[src/rtl/hsp_mbox_pkg.sv]
package hsp_mbox_pkg;
  localparam logic [15:0] OFS_LINE_MASK = 16'h0100;
  localparam logic [15:0] OFS_STATUS    = 16'h0304;
  localparam logic [15:0] OFS_SIZING    = 16'h0380;
  localparam logic [3:0]  WIN_DATA      = 4'h0;
  localparam logic [3:0]  WIN_FULL_EN   = 4'h4;
  localparam logic [3:0]  WIN_EMPTY_EN  = 4'h8;
  localparam int          FLAG_BIT      = 31;
  localparam int          FIELD_W       = 8;
  localparam int          STAT_W        = 2 * FIELD_W;

  typedef struct packed {
    logic occupied;
    logic vacant;
  } slot_cond_t;
endpackage

[src/rtl/hsp_mbox_slot.sv]
module hsp_mbox_slot
  import hsp_mbox_pkg::*;
#(
  parameter int PER_MB_IE = 1,
  parameter int OFS_W     = 8
) (
  input  logic             clk,
  input  logic             rst,
  input  logic             wr_en,
  input  logic [OFS_W-1:0] ofs,
  input  logic [31:0]      wdata,
  output logic [31:0]      rd_word,
  output slot_cond_t       cond,
  output logic             flag
);
  logic [31:0] word_q;
  logic        occ_en;
  logic        vac_en;

  always_ff @(posedge clk) begin
    if (rst) word_q <= '0;
    else if (wr_en && ofs == OFS_W'(WIN_DATA)) word_q <= wdata;
  end

  generate
    if (PER_MB_IE != 0) begin : g_local_en
      logic occ_en_q, vac_en_q;
      always_ff @(posedge clk) begin
        if (rst) begin
          occ_en_q <= 1'b1;
          vac_en_q <= 1'b1;
        end else if (wr_en) begin
          if (ofs == OFS_W'(WIN_FULL_EN))  occ_en_q <= wdata[0];
          if (ofs == OFS_W'(WIN_EMPTY_EN)) vac_en_q <= wdata[0];
        end
      end
      assign occ_en = occ_en_q;
      assign vac_en = vac_en_q;
    end else begin : g_no_local_en
      assign occ_en = 1'b1;
      assign vac_en = 1'b1;
    end
  endgenerate

  always_comb begin
    rd_word = '0;
    if (ofs == OFS_W'(WIN_DATA)) rd_word = word_q;
    else if (PER_MB_IE != 0 && ofs == OFS_W'(WIN_FULL_EN))  rd_word = {31'b0, occ_en};
    else if (PER_MB_IE != 0 && ofs == OFS_W'(WIN_EMPTY_EN)) rd_word = {31'b0, vac_en};
  end

  assign flag          = word_q[FLAG_BIT];
  assign cond.occupied = word_q[FLAG_BIT] & occ_en;
  assign cond.vacant   = ~word_q[FLAG_BIT] & vac_en;
endmodule

[src/rtl/hsp_irq_line.sv]
module hsp_irq_line
  import hsp_mbox_pkg::*;
(
  input  logic              clk,
  input  logic              rst,
  input  logic              wr_en,
  input  logic [STAT_W-1:0] wdata,
  input  logic [STAT_W-1:0] status,
  output logic [STAT_W-1:0] mask,
  output logic              irq
);
  always_ff @(posedge clk) begin
    if (rst) begin
      mask <= '0;
      irq  <= 1'b0;
    end else begin
      if (wr_en) mask <= wdata;
      irq <= |(status & mask);
    end
  end
endmodule

[src/rtl/hsp_mbox_bank.sv]
module hsp_mbox_bank
  import hsp_mbox_pkg::*;
#(
  parameter int NUM_MB         = 4,
  parameter int NUM_LINES      = 2,
  parameter int NUM_SS         = 2,
  parameter int NUM_AS         = 1,
  parameter int NUM_DB         = 3,
  parameter int PER_MB_IE      = 1,
  parameter int ADDR_W         = 16,
  parameter int MB_BASE        = 'h1000,
  parameter int MB_STRIDE_LOG2 = 8
) (
  input  logic                 clk,
  input  logic                 rst,
  input  logic [ADDR_W-1:0]    bus_addr,
  input  logic                 bus_we,
  input  logic [31:0]          bus_wdata,
  output logic [31:0]          bus_rdata,
  output logic [NUM_LINES-1:0] irq_out
);
  localparam int PAGE_W = ADDR_W - MB_STRIDE_LOG2;
  localparam int IDX_W  = (NUM_MB > 1) ? $clog2(NUM_MB) : 1;
  localparam int LIDX_W = (NUM_LINES > 1) ? $clog2(NUM_LINES) : 1;
  localparam logic [PAGE_W-1:0] BASE_PAGE = PAGE_W'(MB_BASE >> MB_STRIDE_LOG2);
  localparam logic [31:0] SIZING_WORD = {12'b0, 4'(NUM_LINES), 4'(NUM_DB),
                                         4'(NUM_AS), 4'(NUM_SS), 4'(NUM_MB)};

  logic [PAGE_W-1:0]   rel_page;
  logic                in_win;
  logic [IDX_W-1:0]    mb_idx;
  logic [ADDR_W-1:0]   line_rel;
  logic                line_hit;
  logic [LIDX_W-1:0]   line_idx;
  logic [31:0]         slot_rd [NUM_MB];
  slot_cond_t          cond    [NUM_MB];
  logic [NUM_MB-1:0]   mb_full;
  logic [STAT_W-1:0]   status;
  logic [NUM_LINES-1:0][STAT_W-1:0] line_mask;
  logic [31:0]         rd_next;

  assign rel_page = bus_addr[ADDR_W-1:MB_STRIDE_LOG2] - BASE_PAGE;
  assign in_win   = rel_page < PAGE_W'(NUM_MB);
  assign mb_idx   = rel_page[IDX_W-1:0];
  assign line_rel = bus_addr - ADDR_W'(OFS_LINE_MASK);
  assign line_hit = (bus_addr >= ADDR_W'(OFS_LINE_MASK)) && (line_rel[1:0] == 2'b00) &&
                    (line_rel[ADDR_W-1:2] < (ADDR_W-2)'(NUM_LINES));
  assign line_idx = line_rel[LIDX_W+1:2];

  generate
    for (genvar i = 0; i < NUM_MB; i++) begin : g_slot
      hsp_mbox_slot #(.PER_MB_IE(PER_MB_IE), .OFS_W(MB_STRIDE_LOG2)) u_slot (
        .clk     (clk),
        .rst     (rst),
        .wr_en   (bus_we && rel_page == PAGE_W'(i)),
        .ofs     (bus_addr[MB_STRIDE_LOG2-1:0]),
        .wdata   (bus_wdata),
        .rd_word (slot_rd[i]),
        .cond    (cond[i]),
        .flag    (mb_full[i])
      );
    end

    for (genvar b = 0; b < FIELD_W; b++) begin : g_status
      if (b < NUM_MB) begin : g_impl
        assign status[b]           = cond[b].vacant;
        assign status[FIELD_W + b] = cond[b].occupied;
      end else begin : g_unimpl
        assign status[b]           = 1'b0;
        assign status[FIELD_W + b] = 1'b0;
      end
    end

    for (genvar n = 0; n < NUM_LINES; n++) begin : g_line
      hsp_irq_line u_line (
        .clk    (clk),
        .rst    (rst),
        .wr_en  (bus_we && line_hit && line_idx == LIDX_W'(n)),
        .wdata  (bus_wdata[STAT_W-1:0]),
        .status (status),
        .mask   (line_mask[n]),
        .irq    (irq_out[n])
      );
    end
  endgenerate

  always_comb begin
    rd_next = '0;
    if (in_win)                                rd_next = slot_rd[mb_idx];
    else if (bus_addr == ADDR_W'(OFS_STATUS))  rd_next = {{(32-STAT_W){1'b0}}, status};
    else if (bus_addr == ADDR_W'(OFS_SIZING))  rd_next = SIZING_WORD;
    else if (line_hit)                         rd_next = {{(32-STAT_W){1'b0}}, line_mask[line_idx]};
  end

  always_ff @(posedge clk) begin
    if (rst) bus_rdata <= '0;
    else     bus_rdata <= rd_next;
  end
endmodule

[config.mk]
export PLATFORM = sky130hd
export DESIGN_NAME = hsp_mbox_bank
export DESIGN_NICKNAME = d
export VERILOG_FILES = /design/src/rtl/hsp_mbox_pkg.sv /design/src/rtl/hsp_mbox_slot.sv /design/src/rtl/hsp_irq_line.sv /design/src/rtl/hsp_mbox_bank.sv
export SDC_FILE = /design/constraint.sdc
export NUM_CORES = 1
export LEC_CHECK = 0
export BUFFER_PORTS_ARGS = -buffer_cell sky130_fd_sc_hd__buf_2
export CELL_PAD_IN_SITES_DETAIL_PLACEMENT = 0
export CELL_PAD_IN_SITES_GLOBAL_PLACEMENT = 2
export CORE_MARGIN = 3
export CORE_UTILIZATION = 30
export CTS_BUF_LIST = sky130_fd_sc_hd__clkbuf_8 sky130_fd_sc_hd__clkbuf_16
export DETAILED_ROUTE_END_ITERATION = 8
export PLACE_DENSITY = 0.64
export SLEW_MARGIN = 0
export SYNTH_ARGS = -nofsm -noshare
export SYNTH_HDL_FRONTEND = slang
export SYNTH_HIERARCHICAL = 1
export SYNTH_SLANG_ARGS = --single-unit
[constraint.sdc]
create_clock -name clk -period 4.6 [get_ports clk]
set_clock_uncertainty 0.05 [all_clocks]
set_input_delay 0.23 -clock clk [delete_from_list [all_inputs] [get_ports clk]]
set_output_delay 0.23 -clock clk [all_outputs]
set_load 0.005 [all_outputs]
==> out/metrics.csv, run 1 <==
metric,value,unit
fillers,3797,
setup_violations,0,
slew_headroom,19.83,%
synthTopCellsByArea,"dfxtp_1 (36%), o31ai_2 (13%), nand4_1 (7.6%), and3_1 (7.1%), mux4_2 (6.0%)",
via_count,9890,
drive_above_1_share,27.86,%
r2r_setup_slack,2.98,ns
finalWorstSetupSlack,1.957,ns
yosys.area.top_type,dfxtp_1,
clk_pin_slew_worst_paths,0.06,ns
die_x,200.1,µm
die_area,0.04003,mm²
port_buffers,84,
cp-start-kind,input port,
cts_root_buf,clkbuf_16,
clock_path_buffers,3,
cts_made_buffers,26,
power.switching,1.006,mW
vias_per_cell,5.747,
power.share.clock,50.3,%
timing.fmax,378.4,MHz
hold_path.class,input port to flip-flop,
period_share,57.45,%
p_per_area,312.5,mW/mm²
endpoint_kind,flip-flop,
drv_cap,0,
syn2layout_area_growth,15.17,%
worstSkewPairLatency,0.54,ns
grt_usage,20.78,%
cts-hold-fix-buffers,27,
most-common-layout-cells,"dfxtp_1 (202), nand4_1 (137), a21oi_1 (134)",
yosysWarnings,6,
reg2reg_from,g_slot[1].u_slot/word_q[0]$_SDFFE_PP0P_,
cp.required,4.92,ns
die_h,200.1,µm
htreeDepth,1,
netlist_instances,1167,
p_int,3.060,mW
drt-total-wl,42400,µm
combPwrFrac,6.7,%
synth_top_family_by_area,compound AO/OA/AOI/OAI gates,
seq_area,0.004044,mm²
rows,70,
postCtsSetupBuffers,0,
wire_per_inst,24.64,µm
ys_seq_area_share,35.79,%
postCtsResizedCells,0,
grt_start_max_net_pins,100,
dp_hpwl,24740,µm
initial_core_util,30.64,%
core_area,0.03687,mm²
min_period,2.643,ns
avgSynthCellArea,9.682,µm²
grt_pass1_wl,63960,µm
drt_iter0_markers,806,
synthMuxAreaShare,11.50,%
power_frac_seq,43.0,%
synth-seq-cells,202,
syn_area,0.01130,mm²
p_leak,4.662,nW
critical_path_class,input port to flip-flop,
path_max_fanout,35,
cp.arrival,2.96,ns
drtAntennaViolNets,0,
drc,0,
worst_slew_pin_slew,1.201,ns
synth.distinct_cells,44,
p_sw_share,24.74,%
multi_input_area,0.006500,mm²
netlist.area_leader.share,35.79,%
hp-start,bus_wdata[3],
grt_pass1_vias,9507,
vdd_drop_max,0.0002255,V
clock_sinks,202,
synthXorXnorAreaFrac,0.07752,%
antenna_found_initial,0,
final_max_slew_viol_count,0,
gp_congestion,0.7591,
cts_tree,built,
rsz0062_at_grt,false,
antenna_cells,0,
synth_compound_area_share,23.26,%
fin_tns_setup,0,ns
hold_viol_final,0,
num_io_pins,85,
overflow,0,
synth-simple-area-share,21.37,%
cp-startpoint,bus_addr[15],
synthAdderAreaFrac,0,%
final_common_cell,dfxtp_1,
final_nets,1249,
dr.pass1.iters,5,
outcome,completed,
pre_cts_slack,1.498,ns
-- routing by layer --
layer  part of all wire (%)  vias to the layer above  GRT usage (%)  wire (µm)
li1                       -                     4553              -          -
met1                     49                     4978          31.15      20670
met2                     44                      309          31.73      18720
met3                    5.2                       50          2.954       2223
met4                    1.8                        0          4.575        783
met5                      0                        -              0          0
-- worst paths after layout --
path,endpoint,cells past startpoint
max,g_slot[0].u_slot/word_q[19]$_SDFFE_PP0P_,9
min,g_slot[2].u_slot/word_q[3]$_SDFFE_PP0P_,3
max reg2reg,bus_rdata[0]$_SDFF_PP0_,5
min reg2reg,g_slot[2].u_slot/word_q[18]$_SDFFE_PP0P_,2
-- sequential cells by signal (all words and copies together) (netlist names) --
name                               cells
g_slot.u_slot/word_q                 128
bus_rdata                             32
g_line.u_line/mask                    32
g_slot.u_slot/g_local_en.occ_en_q      4
g_slot.u_slot/g_local_en.vac_en_q      4
g_line.u_line/irq                      2
-- power groups by stage --
| stage | Clock [mW] | Combinational [mW] | Sequential (mW) |
|---|---|---|---|
| after floorplan | 0 | 0.134 | 1.79 |
| after global placement | 0 | 0.253 | 1.79 |
| after detailed placement | 0 | 0.252 | 1.79 |
| after CTS | 2.11 | 0.272 | 1.75 |
| after global routing | 2.17 | 0.288 | 1.75 |
| final | 2.05 | 0.271 | 1.75 |
-- synth_stat cells (all sizes together) --
cell type and count:
dfxtp 202, nand4 137, a21oi 134, and3 128, o31ai 128, buf 88, clkbuf 65, nor2 59
mux2i 48, mux4 32, and2 19, nor2b 13, inv 12, a221oi 10, a22o 10, nor4 10
or4 9, a211oi 8, mux2 8, nand3 7, nand2b 6, o2bb2ai 5, a22oi 4, o211ai 4
and4 3, nand2 3, nor3b 3, o221ai 3, a31oi 2, nor3 2, nor4b 2, conb 1
o21ai 1, xor2 1
-- cell type report --
cell class,instances,area share (%)
timing repair buffer,141,7.183
inverter,12,0.3462
sequential,202,31.08
tap,504,4.846
clock buffer,32,5.721
multi-input combinational,815,49.95
clock inverter,15,0.8750
-- logic make-up after synthesis --
family	count (synthesis)
buf+inv	165
compound gates	309
xor+xnor	1
mux	88
flops	202
simple gates	401
other cells	1
-- stage by stage --
stage | instances | util (%) | cell area [µm²] | hold slack [ns] | power (mW)
after global placement | 1647 | 32.23 | 11880 | 0.3996 | 2.041
after floorplan | 1182 | - | 11350 | 0.3272 | 1.922
after detailed placement | 1647 | 32.23 | 11880 | 0.4053 | 2.041
final | 1721 | 35.29 | 13010 | 0.02164 | 4.066
after global routing | 1721 | 35.29 | 13010 | 0.01646 | 4.206
after CTS | 1721 | 35.29 | 13010 | 0.001499 | 4.132
-- critical path: stages --
cell and delay (ns):
buf_2 0.10, nor3_2 0.31, and3_1 0.54, nand2_1 0.22, nor3_2 0.14, buf_4 0.43, inv_2 0.48, o31ai_1 0.38
a21oi_1 0.10
Power figures use the tool's default switching activity.
==> inputs of run 2 (changes only) <==
- ABC_AREA: unset -> 1
- PLACE_DENSITY: 0.64 -> 0.77
- clock period: 4.6 -> 2.2 ns (I/O delays scaled with it)
==> run 2 against run 1 <==
Net effect:
- final cell count increased by 42%
- critical path type unchanged
- sequential share of layout area decreased by 0.98 points
- first-iteration DRC count decreased by 28%
- largest cell class unchanged
- global-route usage decreased by 1.5 points
- total power increased by 110%
- clock-buffer cell count decreased by 1
==> out/metrics.csv, run 2 <==
metric,value,unit
synth_edf_count,0,
postLayoutCoreUtil,36.44,%
yosysWarnings,6,
synth.most_common_cell,nand2_1,
stdcell_area,0.01344,mm²
hold_path.class,input port to flip-flop,
drt-total-wl,39220,µm
yosys.area.top_type,dfxtp_1,
via_count,11200,
most-common-layout-cells,"nand2_1 (408), nor2_1 (323), inv_1 (309)",
p_leak,5.739,nW
synthTopCellsByArea,"dfxtp_1 (36%), nand2_1 (14%), nor2_1 (11%), inv_1 (10%), nand3_1 (8.0%)",
path_max_fanout,29,
cp-start-kind,input port,
initial_core_util,30.72,%
regMostFlops,g_slot.u_slot/word_q,
drtAntennaViolNets,0,
finalWorstSetupSlack,0.6115,ns
reg.largest.list,"g_slot.u_slot/word_q (128), bus_rdata (32), g_line.u_line/mask (32)",
hold_viol_final,0,
pre_cts_slack,0.3094,ns
dr.pass1.iters,5,
vdd_drop_max,0.0005832,V
dp_hpwl,25290,µm
worst_slew_pin_slew,0.7766,ns
syn2layout_area_growth,18.61,%
die_area,0.04012,mm²
critical_path_class,input port to flip-flop,
cp-startpoint,rst,
power,8.448,mW
avgSynthCellArea,6.169,µm²
period_share,72.20,%
die_x,200.3,µm
worstSkewPairLatency,0.54,ns
reg2reg_from,g_slot[1].u_slot/g_local_en.vac_en_q$_SDFFE_PP1P_,
grt_use_met1,25.07,%
clk_pin_slew_worst_paths,0.05,ns
port_buffers,84,
gp_congestion,0.8388,
antenna_cells,0,
outcome,completed,
cts_made_buffers,26,
grt_start_max_net_pins,69,
die_h,200.3,µm
synth.distinct_cells,27,
timing.fmax,629.5,MHz
final_common_cell,nand2_1,
overflow,0,
antenna_found_initial,0,
setup_violations,0,
cts_root_buf,clkbuf_16,
drc,0,
cts_tree,built,
drv_cap,0,
final_nets,1976,
rows,70,
num_io_pins,85,
grt_usage,19.25,%
final_max_slew_viol_count,0,
hp-start,bus_addr[3],
slew_headroom,48.23,%
htreeDepth,1,
synthArstFlopShare,0,%
postCtsResizedCells,0,
syn_area,0.01133,mm²
clock_sinks,202,
synthTopCellsByCount,"nand2_1 (408), nor2_1 (326), inv_1 (303), dfxtp_1 (202), nand3_1 (181)",
rsz0062_at_grt,false,
endpoint_kind,flip-flop,
ys_seq_area_share,35.70,%
cp.required,2.56,ns
drt_iter0_markers,582,
netlist_instances,1836,
ys.flop_type,dfxtp_1,
core_area,0.03687,mm²
clock_path_buffers,3,
fin_tns_setup,0,ns
grt_use_met2,34.02,%
grt_pass1_wl,62320,µm
top_usage_layer,met2,
drive_above_1_share,12.16,%
p_per_area,628.8,mW/mm²
place_area,0.01226,mm²
min_period,1.588,ns
grt_pass1_vias,10770,
met3_usage,2.113,%
synth-seq-cells,202,
wire_per_inst,16.04,µm
largest_reg_flops,128,
vias_per_cell,4.580,
postCtsSetupBuffers,0,
netlist.area_leader.share,35.70,%
cp.arrival,1.95,ns
[run 2: cell types whose count changed after synthesis, moves of 20 or more]
cell,previous run,this run
mux2i_1,48,0
nand2_2,0,21
clkbuf_1,63,36
and3_1,128,0
a21oi_1,134,161
mux4_2,30,0
a22oi_1,4,40
a21oi_2,0,20
nor2_1,59,326
nand2_1,3,408
nand4_1,137,16
nand3_1,7,181
o31ai_2,120,0
inv_1,12,303
[run 2: worst max-delay path, cell delays in order]
cell and delay (ns):
dlygate4sd3_1 0.52, buf_2 0.38, clkinv_1 0.36, buf_4 0.39, nand2_1 0.13, nor2_1 0.04
[run 2: power by group]
part,switching [mW],internal [mW]
logic,0.381,0.174
clock network,1.67,2.56
registers,0.000404,3.66
[run 2: kinds of logic (layout without fill, tap and decap cells)]
kind of cell / count (synthesis) / in the layout / synth area share [%]
DFF: 202 / 202 / 35.70
and+or+nand+nor: 972 / 972 / 35.62
AOI/OAI and AO/OA: 232 / 232 / 11.80
buffers and inverters: 429 / 519 / 16.85
other: 1 / 16 / 0.03311
[run 2: per-layer routing]
layer,share of wire (%),vias to the layer above
met4,2.6,0
met2,48,198
met5,0,-
met3,3.6,48
met1,46,5169
li1,-,5782
[run 2: what timing repair did]
action | in CTS | in global routing
setup endpoints to repair | 0 | 0
hold buffers | 33 | 0
endpoints found under the hold margin | 164 | 0
[run 2: final timing paths]
| check | to | slack [ns] | depth (start not counted) |
|---|---|---|---|
| hold reg to reg | g_slot[2].u_slot/word_q[20]$_SDFFE_PP0P_ | 0.43 | 2 |
| setup reg to reg | g_line[1].u_line/irq$_SDFF_PP0_ | 0.90 | 8 |
| setup / recovery | g_slot[2].u_slot/word_q[24]$_SDFFE_PP0P_ | 0.61 | 6 |
| hold / removal | g_slot[1].u_slot/g_local_en.vac_en_q$_SDFFE_PP1P_ | 0.04 | 5 |
[run 2: layout make-up]
type	count	area [µm²]
fill	4121	23440
multi-input combinational	1220	5489
sequential	202	4044
timing repair buffer	159	1229
inverter	316	1201
clock buffer	31	730.7
tap	504	630.6
clock inverter	13	111.4
[run 2: stage by stage]
stage               instances  hold slack, ns
floorplan                1851          0.2005
global placement         2368          0.4093
detailed placement       2368          0.4067
CTS                      2445        0.008155
global route             2445         0.08263
finish                   2445         0.03859
==> inputs of run 3 (changes only) <==
- ABC_AREA: 1 -> 0
- PLACE_DENSITY: 0.77 -> 0.67
- clock period: 2.2 -> 1.3 ns (I/O delays scaled with it)
==> run 3 against run 2 <==
Net effect:
- global-route usage up 3.2 points
- worst setup slack worse by 0.70 ns
- clock power up 74%
- final cell count down 21%
- total power up 77%
- hold slack better by 0.040 ns
- the run now ends with negative setup slack left
- core utilization up 6.5 points
- first-iteration DRC count up 51%
- critical endpoint is now g_line[1].u_line/irq$_SDFF_PP0_
- flip-flop and latch count unchanged
- via count down 3.3%
==> out/metrics.csv, run 3 (synthesized netlist as in run 1, its figures left out) <==
metric,value,unit
die_h,200.1,µm
p_leak,6.018,nW
cts_tree,built,
min_period,1.385,ns
crit_path_cell_trace,and2_4 > a221oi_4 > and3_4 > a31oi_4,
antenna_found_initial,0,
rows,70,
regMostFlops,g_slot.u_slot/word_q,
p_per_area,942.5,mW/mm²
p_sw_share,25.04,%
most-common-layout-cells,"buf_4 (174), dfxtp_1 (165), nand4_1 (137)",
die_area,0.04003,mm²
clock_sinks,202,
fin_tns_setup,-0.5888,ns
timing.fmax,722.0,MHz
max_stage_delay,0.37,ns
drv_cap,0,
final_max_slew_viol_count,0,
endpoint_kind,flip-flop,
drc,0,
num_io_pins,85,
reg.largest.list,"g_slot.u_slot/word_q (128), bus_rdata (32), g_line.u_line/mask (32)",
power.share.clock,49.4,%
gp_congestion,0.8524,
clock_path_buffers,3,
wire_per_inst,24.09,µm
cp.arrival,1.73,ns
hold_path.class,input port to flip-flop,
final_common_cell,buf_4,
port_buffers,84,
finalWorstSetupSlack,-0.08510,ns
syn2layout_area_growth,40.18,%
dp_hpwl,30150,µm
pre_cts_slack,-0.6861,ns
critical_path_class,flip-flop to flip-flop,
path_max_fanout,4,
multi_input_area,0.006985,mm²
dr.pass1.iters,5,
fillers,3595,
via_count,10830,
htreeDepth,1,
worstSkewPairLatency,0.53,ns
largest_reg_flops,128,
slew_headroom,50.71,%
core_area,0.03687,mm²
drt_iter0_markers,877,
hold_viol_final,0,
cp.required,1.64,ns
grt_pass1_vias,10710,
power_frac_seq,41.4,%
worst_slew_pin_slew,0.7393,ns
drt-total-wl,46460,µm
crit_path_top_delay_cell,dfxtp_4,
grt_start_max_net_pins,81,
overflow,0,
cp-start-kind,flip-flop,
violations,negative setup slack,
rsz0062_at_grt,true,
setup_violations,16,
antenna_cells,0,
drive_above_1_share,45.54,%
grt_usage,22.50,%
grt_pass1_wl,69170,µm
vias_per_cell,5.613,
clk_pin_slew_worst_paths,0.06,ns
initial_core_util,30.64,%
vdd_drop_max,0.0008766,V
final_nets,1457,
power.switching,3.738,mW
outcome,"finished, violations left",
p_int,11.19,mW
drtAntennaViolNets,0,
period_share,106.5,%
cts_root_buf,clkbuf_16,
die_x,200.1,µm
cts_made_buffers,26,
combPwrFrac,9.1,%
seq_area,0.004098,mm²
run 3: changes by cell type in the layout (fill, tap and decap cells not counted), sizes merged, moves of 128 or more:
cell   before  now
nand3     183    7
and3        0  128
buf       126  309
inv       317   19
o31ai       0  128
nor2      337   59
nand2     429    3
run 3: critical path, delay by kind of cell, from the launching register on:
family | cells | cell delay (ns)
flip-flops | 1 | 0.37
AND/OR/NAND/NOR | 2 | 0.44
AO/OA/AOI/OAI | 2 | 0.38
run 3: power groups by stage:
stage | combinational, mW | clock (mW) | sequential [mW]
2_1_floorplan | 0.513 | 0 | 6.33
3_3_place_gp | 1.18 | 0 | 6.33
3_5_place_dp | 1.17 | 0 | 6.33
4_1_cts | 1.32 | 7.54 | 6.19
5_1_grt | 1.43 | 7.76 | 6.18
6_report | 1.36 | 7.38 | 6.19
run 3: cell type report:
| type | count | share of cell area [%] |
|---|---|---|
| Clock buffer | 37 | 5.135 |
| Inverter | 12 | 0.3634 |
| Sequential cell | 202 | 25.87 |
| Multi-Input combinational cell | 815 | 44.11 |
| Timing Repair Buffer | 349 | 20.11 |
| Clock inverter | 10 | 0.4345 |
| Tap cell | 504 | 3.982 |
run 3: worst paths after layout:
kind,depth (start not counted),slack (ns),to,start
max,4,-0.09,g_line[1].u_line/irq$_SDFF_PP0_,g_slot[1].u_slot/word_q[31]$_SDFFE_PP0P_
min,5,0.08,g_slot[1].u_slot/g_local_en.vac_en_q$_SDFFE_PP1P_,bus_addr[3]
max reg2reg,4,-0.09,g_line[1].u_line/irq$_SDFF_PP0_,g_slot[1].u_slot/word_q[31]$_SDFFE_PP0P_
min reg2reg,2,0.41,g_slot[2].u_slot/word_q[7]$_SDFFE_PP0P_,g_slot[2].u_slot/word_q[7]$_SDFFE_PP0P_
run 3: routing by layer:
| metal | up-vias | wire (µm) | track usage (%) |
|---|---|---|---|
| met1 | 5456 | 21740 | 32.64 |
| met5 | - | 0 | 0 |
| met2 | 338 | 21470 | 35.98 |
| met4 | 0 | 811 | 4.704 |
| met3 | 54 | 2439 | 2.954 |
| li1 | 4980 | - | - |
run 3: what timing repair did:
| item | 4_1_cts | 5_1_grt |
|---|---|---|
| setup buffers | 10 | 10 |
| hold buffers | 36 | 1 |
| gates cloned | 3 | 2 |
| pin swaps | 21 | 21 |
| endpoints found under the setup margin | 121 | 110 |
| hold endpoints to repair | 172 | 2 |
| gates resized for setup | 82 | 70 |
run 3: per-stage QoR:
step	util, %	hold WS [ns]	cell area, µm²	std cells	power [mW]
floorplan	-	0.1622	11900	1182	6.841
global placement	37.43	0.3231	13800	1824	7.505
detailed placement	37.43	0.3291	13800	1824	7.501
CTS	41.98	0.007173	15480	1919	15.05
global route	42.95	0.09101	15840	1929	15.38
finish	42.95	0.07866	15840	1929	14.93
